$ cat config.mk
export PLATFORM = sky130hd
export DESIGN_NAME = cfg_hdr_parser
export DESIGN_NICKNAME = d
export VERILOG_FILES = /design/src/rtl/cfg_hdr_pkg.sv /design/src/rtl/cfg_hdr_datapath.sv /design/src/rtl/cfg_hdr_ctrl.sv /design/src/rtl/cfg_hdr_parser.sv
export SDC_FILE = /design/constraint.sdc
export NUM_CORES = 1
export LEC_CHECK = 0
export ABC_AREA = 1
export BUFFER_PORTS_ARGS = -buffer_cell sky130_fd_sc_hd__buf_4
export CAP_MARGIN = 15
export CORE_MARGIN = 4
export CORE_UTILIZATION = 35
export DETAILED_ROUTE_END_ITERATION = 8
export PLACE_DENSITY_LB_ADDON = 0.08
export SLEW_MARGIN = 25
export SYNTH_ARGS = -nofsm -noshare
export SYNTH_HDL_FRONTEND = slang
export SYNTH_SLANG_ARGS = --single-unit
$ cat constraint.sdc
create_clock -name clk -period 4.7 [get_ports clk]
set_clock_uncertainty 0.15 [all_clocks]
set_input_delay 0.94 -clock clk [delete_from_list [all_inputs] [get_ports clk]]
set_output_delay 0.94 -clock clk [all_outputs]
set_load 0.1 [all_outputs]
$ cat src/rtl/cfg_hdr_pkg.sv
package cfg_hdr_pkg;

  localparam int START_W = 32;
  localparam int NUM_W   = 16;

  typedef enum logic [2:0] {
    S_HDR,
    S_CNT,
    S_REC,
    S_WAIT,
    S_COMP,
    S_DONE,
    S_ERR
  } parse_state_e;

  typedef struct packed {
    logic clr;
    logic capHdr;
    logic capCnt;
    logic recByte;
    logic loadComp;
    logic compByte;
  } dp_strobe_t;

  typedef struct packed {
    logic atHdr;
    logic hdrBad;
    logic atCnt;
    logic byteZero;
    logic recEval;
    logic bothFound;
    logic orderOk;
    logic lastRec;
    logic atComp;
    logic compZero;
    logic compLast;
  } dp_status_t;

endpackage

$ cat src/rtl/cfg_hdr_datapath.sv
module cfg_hdr_datapath
  import cfg_hdr_pkg::*;
#(
  parameter int HDR_OFF     = 24,
  parameter int CNT_OFF     = 55,
  parameter int REC_BYTES   = 9,
  parameter int ID_BS       = 8,
  parameter int ID_COMP     = 5,
  parameter int COMP_BITS   = 22,
  parameter int FRAME_SHIFT = 4,
  parameter int ACC_W       = 32
) (
  input  logic               clk,
  input  logic               rstN,
  input  logic               inValid,
  input  logic [7:0]         inData,
  input  dp_strobe_t         stb,
  output dp_status_t         sts,
  output logic [START_W-1:0] bitstreamStart,
  output logic [ACC_W-1:0]   dataSize
);

  localparam int POS_W      = $clog2(REC_BYTES);
  localparam int START_LAST = 4;
  localparam int BUF_W      = COMP_BITS + 8;
  localparam int BITS_W     = $clog2(BUF_W + 1);
  localparam int MIN_HDR    = HDR_OFF + 2;

  logic [START_W-1:0] idx;
  logic [7:0]         hdrSize;
  logic [7:0]         recLeft;
  logic [NUM_W-1:0]   compCnt;
  logic [NUM_W-1:0]   compLeft;
  logic [POS_W-1:0]   recPos;
  logic [7:0]         recId;
  logic [23:0]        recOff;
  logic [START_W-1:0] bsStart;
  logic [START_W-1:0] compStart;
  logic               bsFound;
  logic               compFound;
  logic [BUF_W-1:0]   bitBuf;
  logic [BITS_W-1:0]  bitCnt;
  logic [ACC_W-1:0]   acc;

  logic [START_W-1:0] fullStart;
  logic               idIsBs;
  logic               idIsComp;
  logic [START_W-1:0] candBs;
  logic [START_W-1:0] candComp;
  logic [BUF_W-1:0]   newBuf;
  logic [BITS_W-1:0]  newCnt;
  logic               fieldReady;

  always_comb begin
    fullStart  = {inData, recOff};
    idIsBs     = (recId == 8'(ID_BS));
    idIsComp   = (recId == 8'(ID_COMP));
    candBs     = idIsBs ? fullStart : bsStart;
    candComp   = idIsComp ? fullStart : compStart;
    newBuf     = bitBuf | (BUF_W'(inData) << bitCnt);
    newCnt     = bitCnt + BITS_W'(8);
    fieldReady = (newCnt >= BITS_W'(COMP_BITS));

    sts.atHdr     = (idx == START_W'(HDR_OFF));
    sts.hdrBad    = (inData < 8'(MIN_HDR));
    sts.atCnt     = (idx == ({24'd0, hdrSize} - START_W'(1)));
    sts.byteZero  = (inData == 8'd0);
    sts.recEval   = (recPos == POS_W'(START_LAST));
    sts.bothFound = (bsFound | idIsBs) & (compFound | idIsComp);
    sts.orderOk   = (candComp > idx) && (candComp > START_W'(CNT_OFF + 1)) &&
                    (candComp < candBs);
    sts.lastRec   = (recLeft == 8'd1);
    sts.atComp    = (idx == compStart);
    sts.compZero  = (compCnt == '0);
    sts.compLast  = fieldReady && (compLeft == NUM_W'(1));
  end

  always_ff @(posedge clk or negedge rstN) begin
    if (!rstN) begin
      idx       <= '0;
      hdrSize   <= '0;
      recLeft   <= '0;
      compCnt   <= '0;
      compLeft  <= '0;
      recPos    <= '0;
      recId     <= '0;
      recOff    <= '0;
      bsStart   <= '0;
      compStart <= '0;
      bsFound   <= 1'b0;
      compFound <= 1'b0;
      bitBuf    <= '0;
      bitCnt    <= '0;
      acc       <= '0;
    end else if (stb.clr) begin
      idx       <= '0;
      hdrSize   <= '0;
      recLeft   <= '0;
      compCnt   <= '0;
      compLeft  <= '0;
      recPos    <= '0;
      recId     <= '0;
      recOff    <= '0;
      bsStart   <= '0;
      compStart <= '0;
      bsFound   <= 1'b0;
      compFound <= 1'b0;
      bitBuf    <= '0;
      bitCnt    <= '0;
      acc       <= '0;
    end else begin
      if (inValid) begin
        idx <= idx + START_W'(1);
        if (idx == START_W'(CNT_OFF))     compCnt[7:0]  <= inData;
        if (idx == START_W'(CNT_OFF + 1)) compCnt[15:8] <= inData;
      end
      if (stb.capHdr) hdrSize <= inData;
      if (stb.capCnt) recLeft <= inData;
      if (stb.recByte) begin
        recPos <= (recPos == POS_W'(REC_BYTES - 1)) ? '0 : recPos + POS_W'(1);
        case (recPos)
          POS_W'(0): recId          <= inData;
          POS_W'(1): recOff[7:0]    <= inData;
          POS_W'(2): recOff[15:8]   <= inData;
          POS_W'(3): recOff[23:16]  <= inData;
          default: ;
        endcase
        if (recPos == POS_W'(START_LAST)) begin
          if (idIsBs) begin
            bsStart <= fullStart;
            bsFound <= 1'b1;
          end
          if (idIsComp) begin
            compStart <= fullStart;
            compFound <= 1'b1;
          end
        end
        if (recPos == POS_W'(REC_BYTES - 1)) recLeft <= recLeft - 8'd1;
      end
      if (stb.loadComp) begin
        compLeft <= compCnt;
        bitBuf   <= BUF_W'(inData);
        bitCnt   <= BITS_W'(8);
      end else if (stb.compByte) begin
        if (fieldReady) begin
          acc      <= acc + (ACC_W'(newBuf[COMP_BITS-1:0]) << FRAME_SHIFT);
          bitBuf   <= newBuf >> COMP_BITS;
          bitCnt   <= newCnt - BITS_W'(COMP_BITS);
          compLeft <= compLeft - NUM_W'(1);
        end else begin
          bitBuf <= newBuf;
          bitCnt <= newCnt;
        end
      end
    end
  end

  assign bitstreamStart = bsStart;
  assign dataSize       = acc;

  AST_BITS_BELOW_FIELD: assert property (@(posedge clk) disable iff (!rstN)
    bitCnt < BITS_W'(COMP_BITS));
  AST_IDX_FROZEN: assert property (@(posedge clk) disable iff (!rstN)
    (!inValid && !stb.clr) |=> $stable(idx));
  AST_HDR_FLOOR: assert property (@(posedge clk) disable iff (!rstN)
    stb.capHdr |=> (hdrSize >= 8'(MIN_HDR)));
  AST_ACC_CLEARED: assert property (@(posedge clk) disable iff (!rstN)
    stb.clr |=> (acc == '0 && bsStart == '0));

endmodule

$ cat src/rtl/cfg_hdr_ctrl.sv
module cfg_hdr_ctrl
  import cfg_hdr_pkg::*;
(
  input  logic       clk,
  input  logic       rstN,
  input  logic       start,
  input  logic       inValid,
  input  dp_status_t sts,
  output dp_strobe_t stb,
  output logic       done,
  output logic       parseErr
);

  parse_state_e state;
  parse_state_e nxt;

  always_comb begin
    stb = '0;
    nxt = state;
    if (start) begin
      stb.clr = 1'b1;
      nxt     = S_HDR;
    end else if (inValid) begin
      case (state)
        S_HDR: if (sts.atHdr) begin
          if (sts.hdrBad) nxt = S_ERR;
          else begin
            stb.capHdr = 1'b1;
            nxt        = S_CNT;
          end
        end
        S_CNT: if (sts.atCnt) begin
          if (sts.byteZero) nxt = S_ERR;
          else begin
            stb.capCnt = 1'b1;
            nxt        = S_REC;
          end
        end
        S_REC: begin
          stb.recByte = 1'b1;
          if (sts.recEval) begin
            if (sts.bothFound) nxt = sts.orderOk ? S_WAIT : S_ERR;
            else if (sts.lastRec) nxt = S_ERR;
          end
        end
        S_WAIT: if (sts.atComp) begin
          if (sts.compZero) nxt = S_DONE;
          else begin
            stb.loadComp = 1'b1;
            nxt          = S_COMP;
          end
        end
        S_COMP: begin
          stb.compByte = 1'b1;
          if (sts.compLast) nxt = S_DONE;
        end
        default: ;
      endcase
    end
  end

  always_ff @(posedge clk or negedge rstN) begin
    if (!rstN) begin
      state <= S_HDR;
      done  <= 1'b0;
    end else begin
      state <= nxt;
      done  <= (nxt == S_DONE) && (state != S_DONE);
    end
  end

  assign parseErr = (state == S_ERR);

  AST_DONE_ONE_CYCLE: assert property (@(posedge clk) disable iff (!rstN)
    done |=> !done);
  AST_DONE_ERR_EXCL: assert property (@(posedge clk) disable iff (!rstN)
    !(done && parseErr));
  AST_ERR_HELD: assert property (@(posedge clk) disable iff (!rstN)
    (parseErr && !start) |=> parseErr);
  AST_START_REARMS: assert property (@(posedge clk) disable iff (!rstN)
    start |=> (!parseErr && !done));

endmodule

$ cat src/rtl/cfg_hdr_parser.sv
module cfg_hdr_parser
  import cfg_hdr_pkg::*;
#(
  parameter int HDR_OFF     = 24,
  parameter int CNT_OFF     = 55,
  parameter int REC_BYTES   = 9,
  parameter int ID_BS       = 8,
  parameter int ID_COMP     = 5,
  parameter int COMP_BITS   = 22,
  parameter int FRAME_SHIFT = 4,
  parameter int ACC_W       = 32
) (
  input  logic         clk,
  input  logic         rstN,
  input  logic         start,
  input  logic         inValid,
  input  logic [7:0]   inData,
  output logic [31:0]  bitstreamStart,
  output logic [31:0]  dataSize,
  output logic         done,
  output logic         parseErr
);

  dp_strobe_t stb;
  dp_status_t sts;
  logic [ACC_W-1:0] accOut;

  cfg_hdr_ctrl u_ctrl (
    .clk      (clk),
    .rstN     (rstN),
    .start    (start),
    .inValid  (inValid),
    .sts      (sts),
    .stb      (stb),
    .done     (done),
    .parseErr (parseErr)
  );

  cfg_hdr_datapath #(
    .HDR_OFF     (HDR_OFF),
    .CNT_OFF     (CNT_OFF),
    .REC_BYTES   (REC_BYTES),
    .ID_BS       (ID_BS),
    .ID_COMP     (ID_COMP),
    .COMP_BITS   (COMP_BITS),
    .FRAME_SHIFT (FRAME_SHIFT),
    .ACC_W       (ACC_W)
  ) u_dp (
    .clk            (clk),
    .rstN           (rstN),
    .inValid        (inValid),
    .inData         (inData),
    .stb            (stb),
    .sts            (sts),
    .bitstreamStart (bitstreamStart),
    .dataSize       (accOut)
  );

  assign dataSize = 32'(accOut);

endmodule

Word-level counts from Yosys, hierarchy flattened. Cells that the tools add are included.

$add $sub $neg: 8. $lt $le $gt $ge: 5. Eq/ne operators: 22. Shifts and indexed selects: 1. Mux-type cells: 83. Bitwise logic cells: 4. Reductions and logical operators: 35.

Operators with widths (number): $mux 32 (14); $mux 30 (4); $mux 8 (14); $mux 16 (6); $eq 32x32->1 (2); $eq 32x6->1 const B (2); $mux 24 (2); $mux 3 (12); $add 32x1->32 const B (1); $add 32x26->32 (1); $eq 32x5->1 const B (1); $gt 32x32->1 (1); $gt 32x6->1 const B (1); $lt 32x32->1 (1); $mux 5 (6); $or 30x30->30 (1); $shl 8x5->30 (1); $reduce_bool 2->1 (14); $mux 1 (21); $eq 16x1->1 const B (1); $logic_not 16->1 (1); $reduce_and 2->1 (8); $sub 16x1->16 const B (1); $pmux 3 s5 (1); 28 further kinds (41).

Flip-flop bits (word level): 253. Input bits: 12. Output and inout bits: 66.

Longest topological paths before layout. Gate-level depths: netlist of run 1.

Depth in word-level cells: 13. Mapped depth: 25.

Hierarchy. From an unflattened synthesis of run 1, not the netlist that was laid out.

Cell total of the unflattened synthesis: 2157. Area, all modules: 16198.0 µm².

By module, submodules not included: cfg_hdr_datapath (times used 1, cells an instance 2079, area an instance 15746.4 µm², sequential area each 6105.9 µm²); cfg_hdr_ctrl (times used 1, cells an instance 78, area an instance 451.7 µm², sequential area each 100.1 µm²).

Least setup slack after synthesis of run 1. OpenSTA, ideal clock, no wires.

Path kind: input port to flip-flop. Start: in inData[2]. End: reg u_dp.acc[31] (netlist: u_dp.dataSize[31]). Setup time: 0.123 ns. Arrival time: 3.394 ns. Data required time: 4.427 ns. Path slack: 1.033 ns. Stages on the path: 22. Path buffers: 0. Cells stage by stage: inv_1 -> nand2_1 -> o21ai_0 -> nand2_1 -> nand2_1 -> inv_1 -> o21ai_0 -> inv_1 -> a21oi_1 -> inv_1 -> ha_1 -> nand2_1 -> nor2_1 -> nand2_1 -> o21ai_0 -> a21oi_1 -> o21ai_0 -> nand3_1 -> nand2_1 -> nand4_1 -> nand2_1 -> nor2_1.

Cells in the longest elaborated chain, start to end: 7.

Ends and longest elaborated chain: start: declaration (RTL line cfg_hdr_parser.sv:17) `input logic [7:0] inData,`; $shl 8x5->30 (RTL line cfg_hdr_datapath.sv:60) `newBuf = bitBuf | (BUF_W'(inData) << bitCnt);`; $or 30x30->30 (RTL line cfg_hdr_datapath.sv:60); $add 32x26->32 (RTL line cfg_hdr_datapath.sv:146) `acc <= acc + (ACC_W'(newBuf[COMP_BITS-1:0]) << FRAME_SHIFT);`; $mux 32 (RTL line cfg_hdr_datapath.sv:145) `if (fieldReady) begin`; $mux 32 (RTL line cfg_hdr_datapath.sv:144) `end else if (stb.compByte) begin`; $mux 32 (RTL line cfg_hdr_datapath.sv:140) `if (stb.loadComp) begin`; $mux 32 (RTL line cfg_hdr_datapath.sv:95) `end else if (stb.clr) begin`; end signal: assignment (RTL line cfg_hdr_datapath.sv:146); end: declaration (RTL line cfg_hdr_datapath.sv:43) `logic [ACC_W-1:0] acc;`.

Every way passes these cells. The select of a mux whose other input is x is not followed. A chain may end at the register's enable or synchronous reset.

Final worst setup path of run 1.
Start: reg u_dp.bitCnt[3]. End: reg u_dp.acc[30] (netlist: u_dp.dataSize[30]).

Cells in the longest elaborated chain, start to end: 7. Elaborated cells on any way between the ends: 11. Classes of those cells: add/sub (2); order compare (1); shift (1); mux (4); bitwise (1); reduce/logical (2).

Ends and longest elaborated chain: start: declaration (RTL line cfg_hdr_datapath.sv:42) `logic [BITS_W-1:0] bitCnt;`; start signal: assignment (RTL line cfg_hdr_datapath.sv:148) `bitCnt <= newCnt - BITS_W'(COMP_BITS);`; start signal: assignment (RTL line cfg_hdr_datapath.sv:152) `bitCnt <= newCnt;`; $shl 8x5->30 (RTL line cfg_hdr_datapath.sv:60); $or 30x30->30 (RTL line cfg_hdr_datapath.sv:60); $add 32x26->32 (RTL line cfg_hdr_datapath.sv:146); $mux 32 (RTL line cfg_hdr_datapath.sv:145); $mux 32 (RTL line cfg_hdr_datapath.sv:144); $mux 32 (RTL line cfg_hdr_datapath.sv:140); $mux 32 (RTL line cfg_hdr_datapath.sv:95).

Several ways; a longest one is shown, not always the timed one. The select of a mux whose other input is x is not followed.

==> flow_metrics.env, run 1 <==
export IMPL_status="finished clean"
export IMPL_yosys_area_top_type="dfrtp_1"
export IMPL_insertion_delay_ps=540
export IMPL_drc_errors=0
export IMPL_pin_count=78
export IMPL_cts_tree="built"
export IMPL_min_period_over_period_pct=87.9
export IMPL_crit_path_start="u_dp.bitCnt[3]"
export IMPL_ctsResizeCount=0
export IMPL_async_reset_ff_share_pct=100
export IMPL_drtPass1Iterations=5
export IMPL_relSlewSlack_pct=39.9
export IMPL_crit_chain="inv_1, nand3_1, o21ai_0, ha_1, inv_1, fa_1, o21ai_1, a21oi_1, o21bai_1, a21oi_1, o21ai_2, a21oi_1, o21ai_2, nand2_1, nand2_1, nand2_1, nor2_1"
export IMPL_ir_drop_v=0.000152
export IMPL_yosysSeqAreaShare_pct=38.5
export IMPL_worstPathMaxFanout=16
export IMPL_r2r_start="u_dp.bitCnt[3]"
export IMPL_wl_um=52100
export IMPL_grt_pass1_wl_um=83100
export IMPL_ant_nets=0
export IMPL_htree_levels=2
export IMPL_cts_buffers=34
export IMPL_rsz0062_at_grt="false"
export IMPL_fin_nets=2339
export IMPL_cts_root_buf="clkbuf_16"
export IMPL_postCtsSetupBuffers=0
export IMPL_hold_violations=0
export IMPL_syn_avg_cell_area_um2=7.47
export IMPL_slew_viol_final=0
export IMPL_areaGrowthSynthToFinish_pct=15.1
export IMPL_hold_buffers=0
export IMPL_crit_path_start_kind="flop"
export IMPL_drive_above_1_share_pct=9.69
export IMPL_die_area_um2=49600
export IMPL_worst_path_largest_cell_delay_ps=570
export IMPL_viasPerCell=5.12
export IMPL_first_iter_violations=1014
export IMPL_start_util_pct=35.5
export IMPL_rows=78
export IMPL_coreArea_um2=45500
export IMPL_synth_cell_types=60
export IMPL_finalSetupViolations=0
export IMPL_crit_required_ps=5010
export IMPL_crit_type="flop to flop"
export IMPL_die_h_um=223
export IMPL_antenna_found_initial=0
export IMPL_wire_per_inst_um=18.3
export IMPL_die_w_um=223
export IMPL_grt_pass1_vias=14500
export IMPL_synth_area_um2=16100
export IMPL_grt_ovfl_total=0
export IMPL_crit_arrival_ps=4450
export IMPL_fin_tns_setup_ps=0
export IMPL_dpl_cell_count=2790
export IMPL_max_cap_violations=0
export IMPL_io_buffer_count=73
export IMPL_grt_max_degree=111
export IMPL_place_congestion=0.904
export IMPL_stdcell_count=2849
export IMPL_min_path_type="input port to async pin"
export IMPL_crit_path_end_kind="flop"
export IMPL_clock_path_buffers=3
export IMPL_antennaDiodeCount=0
export IMPL_grt_use_total_pct=20.8
export IMPL_synth_warnings=0
export IMPL_ys_flop_type="dfrtp_1"
export IMPL_clk_pin_slew_ps=60
export IMPL_power_leakage_nw=9.32
export IMPL_cts_sinks=248
export IMPL_synth_edf_count=0
export IMPL_vias=14600
export IMPL_powerDensity_nw_per_um2=302
export IMPL_synth_seq_cells=248
export IMPL_synthTopCellsByArea="dfrtp_1, nand2_1, o21ai_0, ha_1, inv_1"
export IMPL_clock_fmax_ghz=0.242
export IMPL_netlist_instances=2160
export IMPL_min_period_ps=4130
export IMPL_critical_path_slowest_cell="dfrtp_1"
export IMPL_hpwlAfterDp_um=38000
export IMPL_worst_pin_slew_ps=901
export IMPL_yosysTopAreaCellShare_pct=38.5
-- per-stage QoR --
stage | utilization, % | instance area, um^2 | total power [mW] | hold slack, ps | setup slack, ps
final | 40.8 | 18600 | 5.61 | 114 | 567
after global routing | 40.8 | 18600 | 5.87 | 111 | 87.1
after global placement | 38.2 | 17400 | 2.96 | 318 | 273
after detailed placement | 38.2 | 17400 | 2.96 | 324 | 211
after CTS | 40.7 | 18500 | 5.70 | 339 | 514
after floorplan | - | 16100 | 2.71 | 303 | 1030
-- synth_stat cells, types with 17 or more instances --
cell      number
inv_2         18
nand4_1       34
nor3_1        47
xor2_1        49
a21oi_1      178
dfrtp_1      248
o21ai_0      292
nor2_1       193
inv_1        258
nand3_1       57
nand2_1      425
clkbuf_1      48
ha_1          99
o211ai_1      17
-- logic make-up (layout without fill, tap and decap cells) --
kind of cell             count (synthesis)  in the layout  share of synthesized area (%)
AND/OR/NAND/NOR                        806            806                           21.6
AO/OA/AOI/OAI                          568            568                           19.0
buffers and inverters                  359            445                           8.71
flip-flops                             248            248                           38.5
adder cells (fa/ha/maj)                100            100                           7.80
XOR/XNOR                                64             64                           3.47
multiplexers                            14             14                          0.869
other                                    1              4                         0.0232
-- final cells by class --
class / instances / area [um^2]
Fill cell: 4828 / 26900
Multi-Input combinational cell: 1556 / 8560
Sequential cell: 248 / 6210
Inverter: 281 / 1050
Clock buffer: 48 / 1020
Timing Repair Buffer: 106 / 848
Tap cell: 600 / 751
Clock inverter: 10 / 125
-- critical path, delay by kind of cell, from the launching register on --
kind | cells | cell delay, ps
compound gates | 8 | 1750
fa+ha+maj | 2 | 640
flops | 1 | 570
buf+inv | 2 | 480
simple gates | 5 | 450
-- worst paths after layout --
check | cells after the start | slack [ps] | endpoint
setup reg to reg | 17 | 570 | u_dp.dataSize[30]
setup / recovery | 17 | 570 | u_dp.dataSize[30]
hold reg to reg | 2 | 330 | u_dp.recOff[1]
max in group asynchronous | 3 | 3090 | u_dp.recOff[10]
min in group clk | 2 | 330 | u_dp.recOff[1]
hold / removal | 1 | 110 | u_ctrl.done
-- cell usage in the layout, fill, tap and decap left out, types with 4 or more instances in the layout --
cell type,n
conb_1,4
nor4_1,9
nand2_1,425
clkinv_2,7
clkbuf_16,37
a211oi_1,7
nand4_1,34
inv_2,19
clkbuf_8,5
nand3_1,57
o21a_1,14
ha_1,99
dfrtp_1,248
nor2_4,5
mux2i_1,14
o211ai_1,17
a21oi_1,178
nor3_1,47
o21bai_1,7
nand3b_1,4
o21ai_0,292
inv_1,257
buf_4,102
nor3_4,4
nor2_2,9
xnor2_1,15
a22oi_1,4
nand2_2,7
clkbuf_1,6
o21ai_1,9
nor2_1,192
clkinv_1,5
xor2_1,49
a31oi_1,12
o22ai_1,6
-- routing by layer --
layer	track usage [%]	vias up	share of wire, %
met5	0	-	0
met1	28.2	6898	46
met4	4.47	0	1.9
li1	-	7336	-
met2	35.7	291	48
met3	2.89	63	3.9
-- flip-flops by register name (all words and copies together), names as in the netlist, 3 cells and up --
name	flops
u_dp.dataSize	28
u_dp.bitBuf	30
u_ctrl.state	3
u_dp.recOff	24
u_dp.idx	32
u_dp.compCnt	16
u_dp.compStart	32
u_dp.hdrSize	8
u_dp.recLeft	8
u_dp.bitstreamStart	32
u_dp.compLeft	16
u_dp.recId	8
u_dp.bitCnt	4
u_dp.recPos	4
-- report_power, final --
part | total [mW] | switching (mW) | internal [mW]
logic | 0.648 | 0.451 | 0.196
registers | 2.27 | 0.0658 | 2.20
clock network | 2.69 | 1.03 | 1.67
Power figures use the tool's default switching activity.
==> inputs of run 2 (changes only) <==
- ABC_AREA: 1 -> default
==> run 2 against run 1 <==
First-iteration DRC count rose by 0.30%. Setup slack got worse by 110 ps. Sequential share of layout area rose by 0.41 points. Critical path depth fell by 5. Die area fell by 0.51%. Register-to-register slack got worse by 110 ps. Final area fell by 1.2%. Critical path type unchanged. Critical endpoint is now u_ctrl.done. Highest routed layer unchanged.
==> flow_metrics.env, run 2 <==
export IMPL_status="finished clean"
export IMPL_clock_fmax_ghz=0.236
export IMPL_holdWs_ps=205
export IMPL_hold_buffers=0
export IMPL_critical_path_slowest_cell="or4_4"
export IMPL_start_util_pct=35.4
export IMPL_grt_pass1_wl_um=84500
export IMPL_htree_levels=1
export IMPL_antennaDiodeCount=0
export IMPL_crit_path_start="u_dp.recId[5]"
export IMPL_wl_um=54100
export IMPL_fin_ws_ps=455
export IMPL_finalSetupViolations=0
export IMPL_die_h_um=222
export IMPL_worstPathMaxFanout=23
export IMPL_regToRegSetupSlack_ps=460
export IMPL_synth_area_um2=16000
export IMPL_postCtsSetupBuffers=0
export IMPL_vias=13800
export IMPL_worst_r2r_cell_count=12
export IMPL_stdcell_count=2514
export IMPL_hold_violations=0
export IMPL_hpwlAfterDp_um=39400
export IMPL_r2r_end="u_ctrl.done"
export IMPL_coreArea_um2=45400
export IMPL_cts_buffers=31
export IMPL_powerDensity_nw_per_um2=287
export IMPL_dpl_worst_slack_ps=348
export IMPL_fin_tns_setup_ps=0
export IMPL_dpl_cell_count=2458
export IMPL_die_area_um2=49300
export IMPL_relSlewSlack_pct=35.5
export IMPL_grt_max_degree=100
export IMPL_first_iter_violations=1017
export IMPL_slew_viol_final=0
export IMPL_clk_pin_slew_ps=60
export IMPL_power_leakage_nw=8.06
export IMPL_synth_warnings=0
export IMPL_syn_avg_cell_area_um2=8.66
export IMPL_pin_count=78
export IMPL_insertion_delay_ps=600
export IMPL_utilization_pct=40.4
export IMPL_drc_errors=0
export IMPL_grt_pass1_vias=13700
export IMPL_crit_required_ps=5020
export IMPL_min_period_over_period_pct=90.3
export IMPL_worst_pin_slew_ps=961
export IMPL_crit_type="flop to flop"
export IMPL_cts_sinks=248
export IMPL_placed_area_um2=17200
export IMPL_rsz0062_at_grt="false"
export IMPL_rows=78
export IMPL_wire_per_inst_um=21.5
export IMPL_mostFrequentLayoutCells="nand2_1, dfrtp_1, nor2_1"
export IMPL_drive_above_1_share_pct=11.0
export IMPL_die_w_um=222
export IMPL_crit_chain="or4_4, nor3b_4, buf_4, mux2i_1, ha_1, a21o_1, a21o_1, a21oi_1, o211ai_1, a2111oi_2, o22ai_1, and4b_1"
export IMPL_viasPerCell=5.50
export IMPL_clock_path_buffers=3
export IMPL_fin_area_um2=18300
export IMPL_drtPass1Iterations=5
export IMPL_synth_seq_cells=248
export IMPL_cpLargestDelayFamily="compound AO/OA/AOI/OAI gates"
export IMPL_r2r_start="u_dp.recId[5]"
export IMPL_async_reset_ff_share_pct=100
export IMPL_synthTopCellsByArea="dfrtp_1, ha_1, nand2_1, mux2i_1, nor2_1"
export IMPL_ant_nets=0
export IMPL_synth_common_cells="nand2_1, dfrtp_1, nor2_1"
export IMPL_cts_tree="built"
export IMPL_final_common_cell="nand2_1"
export IMPL_synth_edf_count=0
export IMPL_synth_cell_types=89
export IMPL_areaGrowthSynthToFinish_pct=14.3
export IMPL_netlist_instances=1852
export IMPL_crit_path_end_kind="flop"
export IMPL_synthMostInstantiatedCell="nand2_1"
export IMPL_worst_path_largest_cell_delay_ps=580
export IMPL_min_path_type="input port to async pin"
export IMPL_io_buffer_count=73
export IMPL_crit_path_start_kind="flop"
export IMPL_ctsResizeCount=0
export IMPL_ir_drop_v=0.000269
export IMPL_cp_num_buf_inv=1
export IMPL_crit_arrival_ps=4560
export IMPL_min_period_ps=4240
export IMPL_yosys_area_top_type="dfrtp_1"
export IMPL_ys_flop_type="dfrtp_1"
export IMPL_yosysSeqAreaShare_pct=38.7
export IMPL_max_cap_violations=0
export IMPL_grt_use_total_pct=21.5
export IMPL_yosysTopAreaCellShare_pct=38.7
export IMPL_fin_nets=2003
export IMPL_cp_common_cell="a21o_1"
export IMPL_cts_root_buf="clkbuf_16"
export IMPL_grt_ovfl_total=0
export IMPL_antenna_found_initial=0
export IMPL_power_mw=5.27
export IMPL_place_congestion=0.860
-- run 2: cell types whose count changed after synthesis, moves of 27 or more --
cell,change
inv_1,-195
a21o_1,+29
xnor2_1,+60
o21ai_0,-209
nor4_1,+30
nand2_1,-171
a21oi_1,-39
mux2i_1,+67
nand3_1,-27
a211oi_1,+46
xor2_1,-35
-- run 2: worst register-to-register path, stage by stage (launching register included) --
cell       delay, ps
dfrtp_1          390
or4_4            580
nor3b_4          210
buf_4            400
mux2i_1          370
ha_1             300
a21o_1           160
a21o_1           160
a21oi_1          200
o211ai_1         250
a2111oi_2        560
o22ai_1          150
and4b_1          220
-- run 2: logic make-up (layout without fill, tap and decap cells) --
kind of cell	after synthesis	count (layout)	synth area share (%)
simple gates	734	734	21.7
compound gates	417	417	16.5
flops	248	248	38.7
buf+inv	173	232	4.73
fa+ha+maj	100	100	7.84
mux	90	90	5.68
xor+xnor	89	89	4.86
other cells	1	4	0.0234
-- run 2: worst max path at each step --
stage	to	slack, ps	depth (start not counted)
3_5_place_dp	u_dp.dataSize[28]	350	14
3_3_place_gp	u_dp.dataSize[28]	410	14
6_report	u_ctrl.done	460	12
2_1_floorplan	u_dp.dataSize[28]	640	14
5_1_grt	u_ctrl.done	190	13
4_1_cts	u_ctrl.done	450	12
-- run 2: area by class of cell --
class	count	area, um^2
Tap cell	600	751
Clock inverter	12	189
Timing Repair Buffer	112	902
Sequential cell	248	6210
Fill cell	4596	27000
Multi-Input combinational cell	1434	9140
Clock buffer	44	915
Inverter	64	240
-- run 2: metal layers --
| layer | vias up | part of all wire (%) | GRT usage, % |
|---|---|---|---|
| li1 | 6658 | - | - |
| met1 | 6753 | 44 | 28.5 |
| met2 | 338 | 49 | 36.9 |
| met3 | 88 | 4.1 | 3.06 |
| met4 | 0 | 3.0 | 5.54 |
| met5 | - | 0 | 0 |
-- run 2: power breakdown --
| group | total [mW] | internal, mW | switching (mW) |
|---|---|---|---|
| Clock | 2.62 | 1.61 | 1.01 |
| Sequential | 2.22 | 2.17 | 0.0499 |
| Combinational | 0.427 | 0.127 | 0.300 |
| Total | 5.27 | 3.91 | 1.36 |
==> inputs of run 3 (changes only) <==
--- a/config.mk
+++ b/config.mk
@@ -12,4 +12,5 @@
 export DETAILED_ROUTE_END_ITERATION = 8
 export PLACE_DENSITY_LB_ADDON = 0.08
+export SETUP_SLACK_MARGIN = 0.3
 export SLEW_MARGIN = 25
 export SYNTH_ARGS = -nofsm -noshare
--- a/constraint.sdc
+++ b/constraint.sdc
@@ -3,3 +3,3 @@
 set_input_delay 0.94 -clock clk [delete_from_list [all_inputs] [get_ports clk]]
 set_output_delay 0.94 -clock clk [all_outputs]
-set_load 0.1 [all_outputs]
+set_load 0.005 [all_outputs]
==> run 3 against run 2 <==
Sequential power about the same. Worst hold slack got worse by 1.8 ps. Non-clock buffer count unchanged. First-iteration DRC count increased by 3.6%. Maximum frequency increased by 0.82%. Critical path type unchanged. Largest cell class unchanged. Largest power group unchanged. Highest routed layer unchanged.
==> flow_metrics.env, run 3 (synthesized netlist as in run 2, its figures left out) <==
export IMPL_status="finished clean"
export IMPL_areaGrowthSynthToFinish_pct=14.4
export IMPL_worst_path_largest_cell_delay_ps=580
export IMPL_r2r_start="u_dp.recId[5]"
export IMPL_grt_use_total_pct=21.5
export IMPL_power_leakage_nw=8.06
export IMPL_fin_nets=2003
export IMPL_drtPass1Iterations=6
export IMPL_cp_num_buf_inv=1
export IMPL_mostFrequentLayoutCells="nand2_1, dfrtp_1, nor2_1"
export IMPL_cts_sinks=248
export IMPL_clock_fmax_ghz=0.238
export IMPL_drive_above_1_share_pct=11.0
export IMPL_wl_um=54100
export IMPL_max_cap_violations=0
export IMPL_ant_nets=0
export IMPL_vias=13800
export IMPL_min_path_type="input port to async pin"
export IMPL_rows=78
export IMPL_crit_type="flop to flop"
export IMPL_cpLargestDelayFamily="simple AND/OR/NAND/NOR gates"
export IMPL_crit_arrival_ps=4530
export IMPL_grt_max_degree=100
export IMPL_hold_buffers=0
export IMPL_grt_ovfl_total=0
export IMPL_start_util_pct=35.4
export IMPL_regToRegSetupSlack_ps=490
export IMPL_die_area_um2=49300
export IMPL_critical_path_slowest_cell="or4_4"
export IMPL_cp_depth=14
export IMPL_wl_met3_um=2320
export IMPL_die_h_um=222
export IMPL_insertion_delay_ps=600
export IMPL_crit_chain="or4_4, nor3_2, buf_12, nand2_1, nand2_1, ha_1, a21oi_1, o21ai_0, a221oi_1, nor3_1, nor4_1, a2111oi_4, a22o_2, and4b_1"
export IMPL_wire_per_inst_um=21.5
export IMPL_worstPathMaxFanout=30
export IMPL_coreArea_um2=45400
export IMPL_final_fill_count=4592
export IMPL_finalSetupViolations=0
export IMPL_crit_required_ps=5020
export IMPL_clock_path_buffers=3
export IMPL_min_period_over_period_pct=89.6
export IMPL_r2r_end="u_ctrl.done"
export IMPL_hpwlAfterDp_um=39400
export IMPL_final_common_cell="nand2_1"
export IMPL_powerDensity_nw_per_um2=286
export IMPL_grt_pass1_wl_um=84500
export IMPL_slew_viol_final=0
export IMPL_cts_tree="built"
export IMPL_postCtsSetupBuffers=0
export IMPL_worst_r2r_cell_count=14
export IMPL_htree_levels=1
export IMPL_ir_drop_v=0.000269
export IMPL_io_buffer_count=73
export IMPL_ctsResizeCount=0
export IMPL_relSlewSlack_pct=34.8
export IMPL_route_top_layer_used="met4"
export IMPL_antenna_found_initial=0
export IMPL_crit_path_start_kind="flop"
export IMPL_die_w_um=222
export IMPL_place_congestion=0.860
export IMPL_cts_root_buf="clkbuf_16"
export IMPL_crit_path_end_kind="flop"
export IMPL_holdWs_ps=204
export IMPL_wl_met2_um=26300
export IMPL_viasPerCell=5.50
export IMPL_clk_pin_slew_ps=60
export IMPL_grt_pass1_vias=13700
export IMPL_hold_violations=0
export IMPL_drc_errors=0
export IMPL_fin_tns_setup_ps=0
export IMPL_min_period_ps=4210
export IMPL_met1_length_um=23800
export IMPL_rsz0062_at_grt="false"
export IMPL_worst_pin_slew_ps=975
export IMPL_antennaDiodeCount=0
export IMPL_pin_count=78
export IMPL_first_iter_violations=1054
export IMPL_cts_buffers=31
export IMPL_cp_common_cell="nand2_1"
run 3: cell types whose count changed in the layout (fill, tap and decap cells not counted):
cell	change
a2111oi_4	+1
a2111oi_2	-1
run 3: layout make-up:
| type | count | area [um^2] | share of cell area [%] |
|---|---|---|---|
| multi-input cells | 1434 | 9150 | 49.8 |
| well taps | 600 | 751 | 4.09 |
| clock inverters | 12 | 189 | 1.03 |
| inverters | 64 | 240 | 1.31 |
| clock buffers | 44 | 915 | 4.98 |
| flip-flops and latches | 248 | 6210 | 33.8 |
| repair buffers | 112 | 902 | 4.92 |
run 3: metrics by stage:
stage | util, % | power (mW) | cell area, um^2 | setup WS, ps | instances
final | 40.4 | 5.25 | 18400 | 490 | 2514
after global routing | 40.4 | 5.45 | 18400 | 326 | 2514
after global placement | 38.0 | 2.67 | 17200 | 409 | 2458
after floorplan | - | 2.47 | 16100 | 642 | 1855
after detailed placement | 38.0 | 2.67 | 17200 | 348 | 2458
after CTS | 40.4 | 5.33 | 18300 | 450 | 2514
run 3: worst max path at each step:
| stage | slack (ps) | to | from |
|---|---|---|---|
| floorplan | 640 | u_dp.dataSize[28] | inData[2] |
| finish | 490 | u_ctrl.done | u_dp.recId[5] |
| global placement | 410 | u_dp.dataSize[28] | inData[3] |
| global route | 330 | u_ctrl.done | u_dp.recId[5] |
| detailed placement | 350 | u_dp.dataSize[28] | inData[3] |
| CTS | 450 | u_ctrl.done | u_dp.recId[5] |
run 3: power by group:
| group | leakage (nW) | switching (mW) | internal, mW | total (mW) |
|---|---|---|---|---|
| sequential | 3.43 | 0.0500 | 2.17 | 2.22 |
| combinational | 4.08 | 0.288 | 0.127 | 0.415 |
| clock | 0.550 | 1.01 | 1.61 | 2.62 |
run 3: routing by layer:
metal  GRT usage (%)  up-vias
li1                -     6657
met1            28.5     6737
met2            36.9      331
met3            3.06       90
met4            5.54        0
met5               0        -
